## src/rtl/apc_lf_pkg.sv

```systemverilog
package apc_lf_pkg;
  typedef enum logic [1:0] {
    STEP_HOLD = 2'd0,
    STEP_UP   = 2'd1,
    STEP_DOWN = 2'd2
  } step_e;

  // sign of a window's net vote sets the step direction
  function automatic step_e dir_of(input int net);
    if (net > 0)      return STEP_UP;
    else if (net < 0) return STEP_DOWN;
    else              return STEP_HOLD;
  endfunction
endpackage

```

## src/rtl/apc_lf_decim.sv

```systemverilog
module apc_lf_decim
  import apc_lf_pkg::*;
#(
  parameter int RATIO_W = 4
) (
  input  logic               clk,
  input  logic               rst_n,
  input  logic               enable,
  input  logic               strobe,
  input  logic               vote_up,
  input  logic [RATIO_W-1:0] ratio_sel,
  output logic               win_end,
  output step_e              win_dir
);
  localparam int ACC_W = RATIO_W + 2;
  localparam logic signed [ACC_W-1:0] VOTE_P = ACC_W'(1);
  localparam logic signed [ACC_W-1:0] VOTE_M = -ACC_W'(1);

  logic [RATIO_W-1:0]      cnt_q;
  logic [RATIO_W-1:0]      last_q;
  logic signed [ACC_W-1:0] acc_q;
  logic signed [ACC_W-1:0] acc_sum;

  assign acc_sum = acc_q + (vote_up ? VOTE_P : VOTE_M);
  assign win_end = enable && strobe && (cnt_q == last_q);
  assign win_dir = win_end ? dir_of(int'(acc_sum)) : STEP_HOLD;

  always_ff @(posedge clk or negedge rst_n) begin
    if (!rst_n) begin
      cnt_q  <= '0;
      last_q <= '0;
      acc_q  <= '0;
    end else if (!enable) begin
      cnt_q  <= '0;
      acc_q  <= '0;
      last_q <= ratio_sel;
    end else if (strobe) begin
      if (cnt_q == last_q) begin
        cnt_q  <= '0;
        acc_q  <= '0;
        last_q <= ratio_sel;
      end else begin
        cnt_q <= cnt_q + 1'b1;
        acc_q <= acc_sum;
      end
    end
  end
endmodule

```

## src/rtl/apc_lf_stepper.sv

```systemverilog
module apc_lf_stepper
  import apc_lf_pkg::*;
#(
  parameter int CODE_W = 10
) (
  input  logic [CODE_W-1:0] code_cur,
  input  step_e             dir,
  output logic [CODE_W-1:0] code_step
);
  localparam logic [CODE_W-1:0] TOP = '1;

  function automatic logic [CODE_W-1:0] sat_step(input logic [CODE_W-1:0] c,
                                                 input step_e d);
    case (d)
      STEP_UP:   return (c == TOP) ? c : c + 1'b1;
      STEP_DOWN: return (c == '0)  ? c : c - 1'b1;
      default:   return c;
    endcase
  endfunction

  assign code_step = sat_step(code_cur, dir);
endmodule

```

## src/rtl/apc_lf_code_reg.sv

```systemverilog
module apc_lf_code_reg #(
  parameter int CODE_W = 10
) (
  input  logic              clk,
  input  logic              rst_n,
  input  logic              enable,
  input  logic [CODE_W-1:0] preload,
  input  logic [CODE_W-1:0] code_step,
  output logic [CODE_W-1:0] code_q,
  output logic              code_moved,
  output logic              upd_q
);
  logic [CODE_W-1:0] code_d;

  assign code_d     = enable ? code_step : preload;
  assign code_moved = (code_d != code_q);

  always_ff @(posedge clk or negedge rst_n) begin
    if (!rst_n) begin
      code_q <= '0;
      upd_q  <= 1'b0;
    end else begin
      code_q <= code_d;
      upd_q  <= code_moved;
    end
  end
endmodule

```

## src/rtl/apc_loop_filter.sv

```systemverilog
module apc_loop_filter
  import apc_lf_pkg::*;
#(
  parameter int CODE_W  = 10,
  parameter int RATIO_W = 4
) (
  input  logic               clk,
  input  logic               rst_n,
  input  logic               enable,
  input  logic               sample_stb,
  input  logic               fb_below,
  input  logic [RATIO_W-1:0] ratio_sel,
  input  logic [CODE_W-1:0]  init_code,
  output logic [CODE_W-1:0]  dac_code,
  output logic               code_upd
);
  logic              win_end;
  step_e             win_dir;
  logic [CODE_W-1:0] code_step;
  logic              code_moved;

  apc_lf_decim #(.RATIO_W(RATIO_W)) u_decim (
    .clk(clk), .rst_n(rst_n), .enable(enable), .strobe(sample_stb),
    .vote_up(fb_below), .ratio_sel(ratio_sel),
    .win_end(win_end), .win_dir(win_dir)
  );

  apc_lf_stepper #(.CODE_W(CODE_W)) u_step (
    .code_cur(dac_code), .dir(win_dir), .code_step(code_step)
  );

  apc_lf_code_reg #(.CODE_W(CODE_W)) u_code (
    .clk(clk), .rst_n(rst_n), .enable(enable), .preload(init_code),
    .code_step(code_step), .code_q(dac_code), .code_moved(code_moved),
    .upd_q(code_upd)
  );
endmodule

```

## config.mk

```make
export PLATFORM = sky130hd
export DESIGN_NAME = apc_loop_filter
export DESIGN_NICKNAME = d
export VERILOG_FILES = /design/src/rtl/apc_lf_pkg.sv /design/src/rtl/apc_lf_decim.sv /design/src/rtl/apc_lf_stepper.sv /design/src/rtl/apc_lf_code_reg.sv /design/src/rtl/apc_loop_filter.sv
export SDC_FILE = /design/constraint.sdc
export NUM_CORES = 1
export LEC_CHECK = 0
export ABC_AREA = 1
export CAP_MARGIN = 20
export CORE_MARGIN = 1
export CORE_UTILIZATION = 60
export CTS_CLUSTER_SIZE = 8
export DETAILED_ROUTE_END_ITERATION = 7
export DONT_BUFFER_PORTS = 1
export GPL_TIMING_DRIVEN = 0
export PLACE_DENSITY = 0.76
export SYNTH_ARGS = -nofsm -noshare
export SYNTH_HDL_FRONTEND = slang
export SYNTH_SLANG_ARGS = --single-unit
```

## constraint.sdc

```tcl
create_clock -name clk -period 4.15 [get_ports clk]
set_clock_uncertainty 0.2 [all_clocks]
set_input_delay 0.2075 -clock clk [delete_from_list [all_inputs] [get_ports clk]]
set_output_delay 0.2075 -clock clk [all_outputs]
set_load 0.02 [all_outputs]
```

======== After elaboration in Yosys (flattened, before gate mapping) ========
Index checks and enable logic that the tools add are counted.
cells by class
  $lt $le $gt $ge ......................... 2
  reduce and logical (&&, ||, !) cells .... 4
  mux-type cells .......................... 17
  equality and inequality tests ........... 7
  add/sub/neg operators ................... 4
operator list
  kind                                                        number
  2-to-1 mux 10 bit                                           3
  2-to-1 mux 4 bit                                            6
  2-to-1 mux 6 bit                                            4
  one-hot mux 10 bit (2 select lines)                         1
  adder 10 x 1 -> 10 bit, second input constant               1
  == test 10 bit, second input constant                       1
  logical NOT 10 bit                                          1
  inequality test 10 bit                                      1
  subtractor 10 x 1 -> 10 bit, second input constant          1
  adder 6 bit                                                 1
  > comparator 6 x 1 -> 1 bit, second input constant          1
  less-than comparator 6 x 1 -> 1 bit, second input constant  1
  2-to-1 mux 2 bit                                            3
  adder 4 x 1 -> 4 bit, second input constant                 1
  == test 4 bit                                               1
  inequality test 2 x 1 -> 1 bit, second input constant       2
  == test 2 x 1 -> 1 bit, second input constant               1
  == test 2 bit, second input constant                        1
  logical AND 1 bit                                           2
  AND reduction 2 bit                                         1
word-level totals
  input bits .............................. 19
  register bits after elaboration ......... 25
  word-level logic and storage cells ...... 39

======== Logic depth before layout (Yosys ltp) ========
Gate-level depths: netlist of run 1.
  word-level depth ........................ 10
  depth in mapped cells ................... 23
  gate-level depth less buffers ........... 22

======== Cells and area by module ========
A second synthesis of run 1 with hierarchy kept.
second synthesis, totals
  cell total of the unflattened synthesis .. 404
  area, all modules ....................... 2,494.9 um^2
by module, submodules not included
  module           cells each  area an instance (um^2)  instances
  apc_lf_stepper   185         938.4                    1
  apc_lf_decim     128         933.4                    1
  apc_lf_code_reg  91          623.1                    1

======== Worst setup path before layout of run 1 ========
OpenSTA, ideal clock, no wires.
  path type ............................... flip-flop to flip-flop
  start point ............................. reg u_decim.acc_q[2]
  end point ............................... reg u_code.upd_q
  arrival time ............................ 2.578 ns
  data required time ...................... 3.825 ns
  cell stages (with the launch flop) ...... 20
  path slack .............................. 1.246 ns
  library setup time ...................... 0.125 ns
  period minus slack after synthesis ...... 2.904 ns
  cell sequence ........................... dfrtp_1 > ha_1 > a21oi_1 > nand2_1 > a21oi_1 > nor2_1 > nor2_1 > xor2_1 > nand3_1 > ha_1 > clkbuf_1 > a21oi_1 > nand2_1 > nand2_1 > nand2_1 > nand2_1 > inv_1 > nand2_1 > nor2_1 > nand3_1
between the ends
  cells in the longest elaborated chain, start to end .. 9
  elaborated cells between the ends (all ways) .. 11
  those cells by class .................... 1 x add/sub; 2 x order compare; 3 x eq/ne; 5 x mux
ends and longest elaborated chain
  item                                                     line                   RTL
  start: declaration                                       apc_lf_decim.sv:21     logic signed [ACC_W-1:0] acc_q;
  start signal: assignment                                 apc_lf_decim.sv:44     acc_q <= acc_sum;
  adder 6 bit (*)                                          apc_lf_decim.sv:24     assign acc_sum = acc_q + (vote_up ? VOTE_P : VOTE_M);
  less-than comparator 6 x 1 -> 1 bit                      apc_lf_pkg.sv:11       else if (net < 0) return STEP_DOWN;
  2-to-1 mux 2 bit                                         apc_lf_pkg.sv:11
  2-to-1 mux 2 bit (*)                                     apc_lf_pkg.sv:10       if (net > 0) return STEP_UP;
  2-to-1 mux 2 bit (*)                                     apc_lf_decim.sv:26     assign win_dir = win_end ? dir_of(int'(acc_sum)) : STEP_HOLD;
  == test 2 bit or == test 2 x 1 -> 1 bit (tied branches)  apc_lf_stepper.sv:14   case (d)
  one-hot mux 10 bit (2 select lines) (*)                  apc_lf_stepper.sv:14
  2-to-1 mux 10 bit (*)                                    apc_lf_code_reg.sv:15  assign code_d = enable ? code_step : preload;
  net u_code.code_d[1]                                     apc_lf_code_reg.sv:13  logic [CODE_W-1:0] code_d;
  inequality test 10 bit (*)                               apc_lf_code_reg.sv:16  assign code_moved = (code_d != code_q);
  net code_moved                                           apc_loop_filter.sv:20  logic code_moved;
  end signal: assignment                                   apc_lf_code_reg.sv:24  upd_q <= code_moved;
  end: declaration                                         apc_lf_code_reg.sv:11  output logic upd_q
Mark *: on every way through the listed nets, which the timed path passes. The rest lies on a longest branch.
A chain may end at the register's enable or synchronous reset.

======== Worst setup path after layout of run 1 ========
  start point ............................. reg u_decim.acc_q[2]
  end point ............................... reg u_code.code_q[3]
between the ends
  cells in the longest elaborated chain, start to end .. 8
  elaborated cells between the ends (all ways) .. 10
  those cells by class .................... 1 x add/sub; 2 x order compare; 2 x eq/ne; 5 x mux
ends and longest elaborated chain
  item                                                     line                   RTL
  adder 6 bit (*)                                          apc_lf_decim.sv:24
  less-than comparator 6 x 1 -> 1 bit                      apc_lf_pkg.sv:11
  2-to-1 mux 2 bit                                         apc_lf_pkg.sv:11
  2-to-1 mux 2 bit (*)                                     apc_lf_pkg.sv:10
  2-to-1 mux 2 bit (*)                                     apc_lf_decim.sv:26
  == test 2 bit or == test 2 x 1 -> 1 bit (tied branches)  apc_lf_stepper.sv:14
  one-hot mux 10 bit (2 select lines) (*)                  apc_lf_stepper.sv:14
  2-to-1 mux 10 bit (*)                                    apc_lf_code_reg.sv:15
  net u_code.code_d[3]                                     apc_lf_code_reg.sv:13
  end signal: assignment                                   apc_lf_code_reg.sv:23  code_q <= code_d;
  end: declaration                                         apc_lf_code_reg.sv:9   output logic [CODE_W-1:0] code_q,
Marks and branches as above.

==> flow_summary.ini, run 1 <==
[synth]
synth_area_leaders = dfrtp_1 (28%), nand2_1 (18%), nand3_1 (9.3%), inv_1 (6.7%), ha_1 (5.7%)
ys.flop_type = dfrtp_1
synthAdderAreaFrac = 0.06595
seq_area_frac_synth = 0.2843
async_flop_share = 1.000
synth_fp_nets = 365
ys_ff_latch = 25
synth_cell_types = 32
synth_warnings = 0
synth_top_family_by_area = simple AND/OR/NAND/NOR gates
synth_edf_count = 0
yosysTopAreaCell = dfrtp_1
postSynthCellCount = 335
synthMuxAreaShare = 0.01023
synth-simple-area-share = 0.4065
syn_area_um2 = 2201
netlist.area_leader.share = 0.2843
syn-mean-instance-area_um2 = 6.570
synth_xor_area_frac = 0.03980
synth_compound_area_frac = 0.08926

[clocking]
cts_buffers = 3
cts_tree = done
cts_buffer_depth = 2
clk_pin_slew_worst_paths_ns = 0.16
cts_setup_buffers = 0
htree_levels = 1
clk_latency_ns = 0.34
clock-root-buffer = clkbuf_4
clock-sinks = 25

[final_layout]
nNetsFinal = 390
layout-drive-gt1-share = 0.09192
area_delta_synth_final_pct = 13.59
finish.utilization = 0.7319
antennaDiodeCount = 0

[sta]
rsz0062_at_grt = no
fin_tns_setup_ns = 0
clock.fmax_mhz = 281.2
fin_crit_sh = 0.8568
hold_viol = 0
worst_pin_slew_ns = 0.5795
slew_headroom = 0.6137
fin_crit_ns = 3.556
setup-violations-final = 0
setup_slack_ns = 0.5943
report.final.slew_viol_count = 0

[critical_path]
worst-endpoint-arrival_ns = 3.60
reg2reg_depth = 14
reg2reg_from = u_decim.acc_q[2]$_DFFE_PN0P_
critPathCapture = u_code.code_q[3]$_DFF_PN0_
r2r-end = u_code.code_q[3]$_DFF_PN0_
startpoint_type = flop
cp.required_ns = 4.20
startpoint = u_decim.acc_q[2]$_DFFE_PN0P_
critPathCaptureType = flop
reg2reg_setup_slack_ns = 0.59
worstSetupPathType = reg -> reg
cp_max_fo = 10

[route]
ant_nets = 0
drc = 0
via_per_inst = 5.449
wirelength_um = 5382
dr.pass1.iters = 4
num_vias = 2207
wl_per_cell_um = 13.29
drt_iter0_drc = 170

[place]
place_ws_ns = 0.7081
io_buffers = 0
place_congestion = 0.8459
dpl.hpwl_um = 3766

[die]
rows = 21
die_area_um2 = 3914
ios = 30
coreArea_um2 = 3416
die_y_um = 62.57
die_width_um = 62.57
initial_core_util = 0.6443

[grt]
grt_pass1_vias = 2238
grt_pass1_wl_um = 9597
antenna_found_initial = 0
grt_max_degree = 26
grt_use_total = 0.3040
grt_overflow = 0

[pwr]
vdd_drop_max_mv = 0.2047
powerDensity_nw_per_um2 = 318.5
p_leak_uw = 0.001221

[job]
maxCapViolCount = 0

[outcome]
status = completed

[worst_hold_path]
worstHoldPathType = in -> reg
worstHoldPathCells = 4
==> layout make-up <==
type                    instances  area, um2
flip-flops and latches         25      625.6
multi-input cells             257       1346
inverters                      43      163.9
well taps                      46      57.56
repair buffers                 20      210.2
fillers                       291      915.9
clock buffers                   3      22.52
clock inverters                 1      8.758
plain buffers                  10      65.06
==> flip-flops by register name, indices dropped and copies added (netlist names) <==
| register | flops |
|---|---|
| u_decim.last_q | 4 |
| u_code.code_q | 10 |
| u_decim.acc_q | 6 |
| u_code.upd_q | 1 |
| u_decim.cnt_q | 4 |
==> cells in the final DEF, fill, tap and decap left out, drive strengths merged <==
master       synthesis  final
clkbuf               2      5
o21ai               17     17
nand2              110    110
inv                 41     42
clkinv               2      2
or2                  2      2
buf                  8      9
nand3               43     43
dfrtp               25     25
a21oi               15     15
mux2                 2      2
xor2                 7      7
ha                  10     10
fa                   1      1
dlygate4sd3          0     19
nand4               11     11
xnor2                3      3
nor3b                1      1
o22ai                1      1
o211ai               3      3
nand3b               1      1
nor2                30     30
==> metal layers <==
metal / global-route usage / share of wire / vias up / routed length, um
met5: 0 / 0 / - / 0
met4: 0.1076 / 0.012 / 0 / 63
met3: 0.03832 / 0.056 / 6 / 303
met2: 0.5245 / 0.47 / 63 / 2507
met1: 0.3878 / 0.47 / 1007 / 2509
li1: - / - / 1131 / -
==> how the worst min path moves through the flow <==
stage,start,to,slack [ns]
6_report,enable,u_code.upd_q$_DFF_PN0_,0.02
5_1_grt,enable,u_decim.acc_q[2]$_DFFE_PN0P_,0.04
4_1_cts,enable,u_code.upd_q$_DFF_PN0_,0.02
3_5_place_dp,rst_n,u_decim.acc_q[4]$_DFFE_PN0P_,-0.29
3_3_place_gp,rst_n,u_decim.acc_q[2]$_DFFE_PN0P_,-0.29
2_1_floorplan,rst_n,u_code.code_q[0]$_DFF_PN0_,-0.29
==> power breakdown <==
group / total (uW) / switching [uW] / internal (uW) / leakage [uW]
sequential: 335 / 54.1 / 281 / 0.000309
combinational: 332 / 202 / 130 / 0.000894
clock: 130 / 90.1 / 39.5 / 0.0000183
==> synthesized netlist by cell type, types with 2 or more instances <==
cell,count
a21oi_1,15
buf_2,4
buf_4,2
buf_6,2
clkbuf_1,2
clkinv_1,2
dfrtp_1,25
ha_1,10
inv_1,39
mux2_2,2
nand2_1,107
nand2_2,3
nand3_1,41
nand4_1,11
nor2_1,23
nor2_2,4
nor2_4,3
o211ai_1,3
o21ai_0,12
o21ai_1,3
o21ai_2,2
or2_2,2
xnor2_1,3
xor2_1,7
==> worst max-delay path, stage by stage (launching register included) <==
cell and delay (ns):
dfrtp_1 0.43, ha_1 0.33, a21oi_1 0.14, nand2_1 0.09
a21oi_1 0.15, nor2_1 0.05, nor2_1 0.12, xor2_1 0.24
nand3_1 0.14, ha_1 0.31, clkbuf_1 0.39, a21oi_1 0.13
nand2_1 0.10, o21ai_1 0.07, dlygate4sd3_1 0.57
==> stage by stage <==
step	cell area (um2)	instances	hold WS, ns	power (uW)
floorplan	2201	335	-0.2881	579.9
global route	2500	405	0.03562	862.1
detailed placement	2258	381	-0.2876	641.4
finish	2500	405	0.02015	796.3
CTS	2500	405	0.02126	792.8
global placement	2258	381	-0.2876	627.7
==> what timing repair did <==
item | CTS | global route
gates resized for setup | 0 | 0
endpoints found under the hold margin | 48 | 0
endpoints found under the setup margin | 0 | 0
hold buffers | 20 | 0
==> cells by family after synthesis <==
logic type	count (synthesis)
AND/OR/NAND/NOR	198
buffers and inverters	53
AO/OA/AOI/OAI	36
flip-flops	25
adder cells (fa/ha/maj)	11
XOR/XNOR	10
multiplexers	2
No activity file was read; power rests on OpenSTA's default activity.
==> inputs of run 2 (changes only) <==
--- a/config.mk
+++ b/config.mk
@@ -14,6 +14,7 @@
 export DONT_BUFFER_PORTS = 1
 export GPL_TIMING_DRIVEN = 0
 export PLACE_DENSITY = 0.76
+export RECOVER_POWER = 100
 export SYNTH_ARGS = -nofsm -noshare
 export SYNTH_HDL_FRONTEND = slang
 export SYNTH_SLANG_ARGS = --single-unit
==> flow_summary.ini, run 2 (synthesized netlist as in run 1, its figures left out) <==
[outcome]
status = completed

[route]
num_vias = 2216
wl_met2_um = 2498
ant_nets = 0
met3WireLength_um = 258
wl_met1_um = 2535
drc = 0
routed.top_layer = met4
drt_iter0_drc = 167
wl_per_cell_um = 13.27
wirelength_um = 5376
dr.pass1.iters = 4
via_per_inst = 5.472

[critical_path]
path_cells = ha_1, a21oi_1, nand2_1, a21oi_1, nor2_1, nor2_1, xor2_1, nand3_1, ha_1, clkbuf_1, a21oi_1, nand2_1, o21ai_0, dlygate4sd3_1
worstSetupPathType = reg -> reg
cp.required_ns = 4.20
worst-endpoint-arrival_ns = 3.63
cp_max_fo = 10
crit_slowest_cell = dlygate4sd3_1
critPathCaptureType = flop
startpoint_type = flop
cpPeakStageDelay_ns = 0.58
cp_common_cell = a21oi_1

[worst_hold_path]
worstHoldPathType = in -> reg

[clocking]
clock-root-buffer = clkbuf_4
cts_hold_buf = 20
clk_latency_ns = 0.34
cts_buffer_depth = 2
clock-sinks = 25
htree_levels = 1
cts_setup_buffers = 0
cts-resized-gates = 0
clk_pin_slew_worst_paths_ns = 0.16
cts_tree = done
cts_buffers = 3

[final_layout]
antennaDiodeCount = 0
reg_top3 = u_code.code_q (10), u_decim.acc_q (6)
final_common_cell = nand2_1
area_delta_synth_final_pct = 12.73
num-fill-cells = 294
layout-drive-gt1-share = 0.08635
multi_input_area_um2 = 1344
largest_reg_flops = 10
nNetsFinal = 390
final-seq-area_um2 = 625.6
layoutNonFillerInstCount = 405
regMostFlops = u_code.code_q
final_cell_mix = nand2_1 (108), nand3_1 (41), inv_1 (39)

[sta]
worst_pin_slew_ns = 1.372
report.final.slew_viol_count = 0
fin_crit_ns = 3.587
fin_crit_sh = 0.8644
setup_slack_ns = 0.5626
rsz0062_at_grt = no
hold_slack_ns = 0.01744
fin_tns_setup_ns = 0
clock.fmax_mhz = 278.8
setup-violations-final = 0
hold_viol = 0
slew_headroom = 0.08561

[grt]
grt_max_degree = 26
grt_use_total = 0.3040
grt_overflow = 0
grt_pass1_wl_um = 9597
antenna_found_initial = 0
grt_pass1_vias = 2238

[pwr]
p_int_uw = 447.8
sw_frac_of_total = 0.4361
p_leak_uw = 0.001213
seq_power_share = 0.421
vdd_drop_max_mv = 0.2049
powerDensity_nw_per_um2 = 320.1
p_comb_frac = 0.416
clkPwrFrac = 0.163
net-switching-power_uw = 346.3
power.total_uw = 794.1

[place]
place_congestion = 0.8459
io_buffers = 0
dpl.hpwl_um = 3766
dpl.cell_count = 381
place_ws_ns = 0.7081

[die]
ios = 30
die_area_um2 = 3914
rows = 21
die_y_um = 62.57
die_width_um = 62.57
coreArea_um2 = 3416
initial_core_util = 0.6443

[job]
maxCapViolCount = 0
==> run 2: cell count changes in the layout (fill, tap and decap cells not counted), sizes merged <==
cell,previous run,this run
buf,9,8
clkbuf,5,6
==> run 2: final timing paths <==
check	end	startpoint	cells after the start	slack [ns]
worst max-delay path	u_code.code_q[3]$_DFF_PN0_	u_decim.acc_q[2]$_DFFE_PN0P_	14	0.56
worst min-delay path	u_code.upd_q$_DFF_PN0_	enable	4	0.02
max in group asynchronous	u_decim.cnt_q[3]$_DFFE_PN0P_	rst_n	2	2.45
min in group asynchronous	u_code.code_q[7]$_DFF_PN0_	rst_n	2	0.51
worst min register to register	u_decim.acc_q[3]$_DFFE_PN0P_	u_decim.acc_q[3]$_DFFE_PN0P_	2	0.33
worst max register to register	u_code.code_q[3]$_DFF_PN0_	u_decim.acc_q[2]$_DFFE_PN0P_	14	0.56
==> run 2: stage by stage <==
| step | instance area [um2] | util |
|---|---|---|
| finish | 2481 | 0.7264 |
| global route | 2481 | 0.7264 |
| CTS | 2500 | 0.7319 |
| detailed placement | 2258 | 0.6612 |
| global placement | 2258 | 0.6612 |
| floorplan | 2201 | - |
==> run 2: cell type report <==
cell class | instances | area share
buffer | 10 | 0.02622
tap | 46 | 0.02320
inverter | 43 | 0.06606
timing repair buffer | 20 | 0.07816
multi-input combinational | 257 | 0.5416
clock inverter | 1 | 0.003530
clock buffer | 3 | 0.009077
sequential | 25 | 0.2521
==> run 2: power groups by stage <==
stage                     logic (uW)  registers [uW]  clock network, uW
after CTS                        329             334                130
after floorplan                  252             328                  0
after detailed placement         302             339                  0
after global placement           292             335                  0
final                            330             335                129
after global routing             381             341                138
==> run 2: worst max-delay path, delay by kind of cell, from the launching register on <==
kind	cells	cell delay, ns
buf+inv	2	0.97
xor+xnor	1	0.24
compound gates	4	0.52
flops	1	0.43
fa+ha+maj	2	0.64
simple gates	5	0.49
==> run 2: metal layers <==
metal | GRT usage | vias up
met5 | 0 | -
met4 | 0.1076 | 0
met3 | 0.03832 | 10
met2 | 0.5245 | 71
met1 | 0.3878 | 1009
li1 | - | 1126
==> inputs of run 3 (changes only) <==
--- a/config.mk
+++ b/config.mk
@@ -7,13 +7,15 @@
 export LEC_CHECK = 0
 export ABC_AREA = 1
 export CAP_MARGIN = 20
+export CELL_PAD_IN_SITES_DETAIL_PLACEMENT = 2
+export CELL_PAD_IN_SITES_GLOBAL_PLACEMENT = 2
 export CORE_MARGIN = 1
-export CORE_UTILIZATION = 60
+export CORE_UTILIZATION = 35
 export CTS_CLUSTER_SIZE = 8
 export DETAILED_ROUTE_END_ITERATION = 7
 export DONT_BUFFER_PORTS = 1
 export GPL_TIMING_DRIVEN = 0
-export PLACE_DENSITY = 0.76
+export PLACE_DENSITY_LB_ADDON = 0.1
 export RECOVER_POWER = 100
 export SYNTH_ARGS = -nofsm -noshare
 export SYNTH_HDL_FRONTEND = slang
==> flow_summary.ini, run 3 (synthesized netlist as in run 1, its figures left out) <==
[sta]
setup_slack_ns = 0.4370
worst_pin_slew_ns = 1.402
fin_tns_setup_ns = 0
fin_crit_ns = 3.713
hold_viol = 0
slew_headroom = 0.06523
report.final.slew_viol_count = 0
clock.fmax_mhz = 269.3
fin_crit_sh = 0.8947
rsz0062_at_grt = no
setup-violations-final = 0

[route]
drt_iter0_drc = 66
dr.pass1.iters = 4
wirelength_um = 7173
ant_nets = 0
wl_per_cell_um = 16.60
num_vias = 2248
drc = 0
via_per_inst = 5.204

[critical_path]
worst-endpoint-arrival_ns = 3.69
cp_max_fo = 10
crit_slowest_cell = dlygate4sd3_1
cp.required_ns = 4.12
critPathCaptureType = flop
cpPeakStageDelay_ns = 0.58
critPathTopFamily = buffers and inverters
worstSetupPathType = in -> reg
worst-path-buf-inv = 4
path_cells = dlygate4sd3_1, fa_1, o21ai_0, xor2_1, inv_1, nand4_1, nand3_1, ha_1, clkbuf_1, a21oi_1, nand2_1, o21ai_0, dlygate4sd3_1
startpoint_type = input pin

[die]
die_y_um = 81.30
die_width_um = 81.30
rows = 28
initial_core_util = 0.3674
die_area_um2 = 6610
ios = 30
coreArea_um2 = 5991

[clocking]
cts_buffer_depth = 2
clk_pin_slew_worst_paths_ns = 0.11
cts_tree = done
clk_latency_ns = 0.28
clock-sinks = 25
htree_levels = 1
cts_buffers = 3
clock-root-buffer = clkbuf_8

[pwr]
vdd_drop_max_mv = 0.1684
p_int_uw = 476.4
p_comb_frac = 0.406
sw_frac_of_total = 0.4350
powerDensity_nw_per_um2 = 335.1
net-switching-power_uw = 366.8
clkPwrFrac = 0.197
p_leak_uw = 0.001210
seq_power_share = 0.397

[outcome]
status = completed

[final_layout]
multi_input_area_um2 = 1344
num-fill-cells = 753
reg_top3 = u_code.code_q (10), u_decim.acc_q (6)
finish.utilization = 0.4200
layout-drive-gt1-share = 0.08683
final_common_cell = nand2_1
final-seq-area_um2 = 625.6
final_cell_mix = nand2_1 (108), nand3_1 (41), inv_1 (39)
area_delta_synth_final_pct = 14.33
final_cell_area_um2 = 2516
nNetsFinal = 388
antennaDiodeCount = 0
largest_reg_flops = 10
regMostFlops = u_code.code_q

[grt]
grt_overflow = 0
grt_pass1_vias = 2464
grt_max_degree = 26
antenna_found_initial = 0
grt_use_total = 0.2379
grt_pass1_wl_um = 11880

[job]
maxCapViolCount = 0

[place]
place_ws_ns = 0.5035
place_congestion = 0.7659
dpl.hpwl_um = 5291
dpl_cell_area_um2 = 2295
io_buffers = 0

[worst_hold_path]
worstHoldPathType = in -> reg
[run 3: cell types whose count changed in the layout (fill, tap and decap cells not counted)]
cell | previous run | this run
clkbuf_4 | 3 | 0
clkbuf_8 | 0 | 3
dlygate4sd3_1 | 19 | 17
[run 3: worst paths after layout]
check	start	endpoint	slack (ns)	depth (start not counted)
worst min register to register	u_decim.acc_q[2]$_DFFE_PN0P_	u_decim.acc_q[2]$_DFFE_PN0P_	0.30	2
worst max-delay path	fb_below	u_code.code_q[3]$_DFF_PN0_	0.44	13
min in group asynchronous	rst_n	u_decim.last_q[2]$_DFFE_PN0P_	0.58	2
worst min-delay path	sample_stb	u_decim.acc_q[5]$_DFFE_PN0P_	0.04	3
worst max register to register	u_decim.acc_q[0]$_DFFE_PN0P_	u_code.code_q[3]$_DFF_PN0_	0.44	13
max in group asynchronous	rst_n	u_code.code_q[1]$_DFF_PN0_	2.36	2
[run 3: power groups by stage]
stage                     Sequential [uW]  Clock [uW]  Combinational, uW
final                                 335         166                343
after floorplan                       328           0                252
after CTS                             335         171                350
after global placement                337           0                307
after global routing                  342         181                394
after detailed placement              339           0                324
[run 3: routing by layer]
metal	global-route usage	share of wire	vias up
met1	0.3027	0.48	1096
met2	0.4275	0.50	28
met3	0.02584	0.017	6
li1	-	-	1118
met4	0.04821	0.0085	0
met5	0	0	-
[run 3: final cells by class]
cell class	instances	area share
timing repair buffer	18	0.06912
multi-input combinational	257	0.5341
clock buffer	3	0.01641
tap	75	0.03729
inverter	43	0.06514
sequential	25	0.2486
buffer	10	0.02586
clock inverter	1	0.003481
[run 3: worst reg2reg max path: cells and delay by family, from the launching register on]
family	cells	cell delay [ns]
adder cells (fa/ha/maj)	2	0.75
AO/OA/AOI/OAI	3	0.51
XOR/XNOR	1	0.19
flip-flops	1	0.44
buffers and inverters	4	1.19
AND/OR/NAND/NOR	3	0.32
[run 3: timing repair]
item	4_1_cts	5_1_grt
setup endpoints to repair	0	0
resized for setup	0	0
setup buffers	0	0
hold buffers	18	0
endpoints found under the hold margin	40	0
[run 3: through the flow]
| stage | instances | hold WS [ns] | power (uW) |
|---|---|---|---|
| after floorplan | 335 | -0.2881 | 579.9 |
| after global placement | 410 | -0.2876 | 644.3 |
| after detailed placement | 410 | -0.2875 | 662.9 |
| after CTS | 432 | 0.04049 | 855.2 |
| after global routing | 432 | 0.07009 | 916.7 |
| final | 432 | 0.03824 | 843.2 |
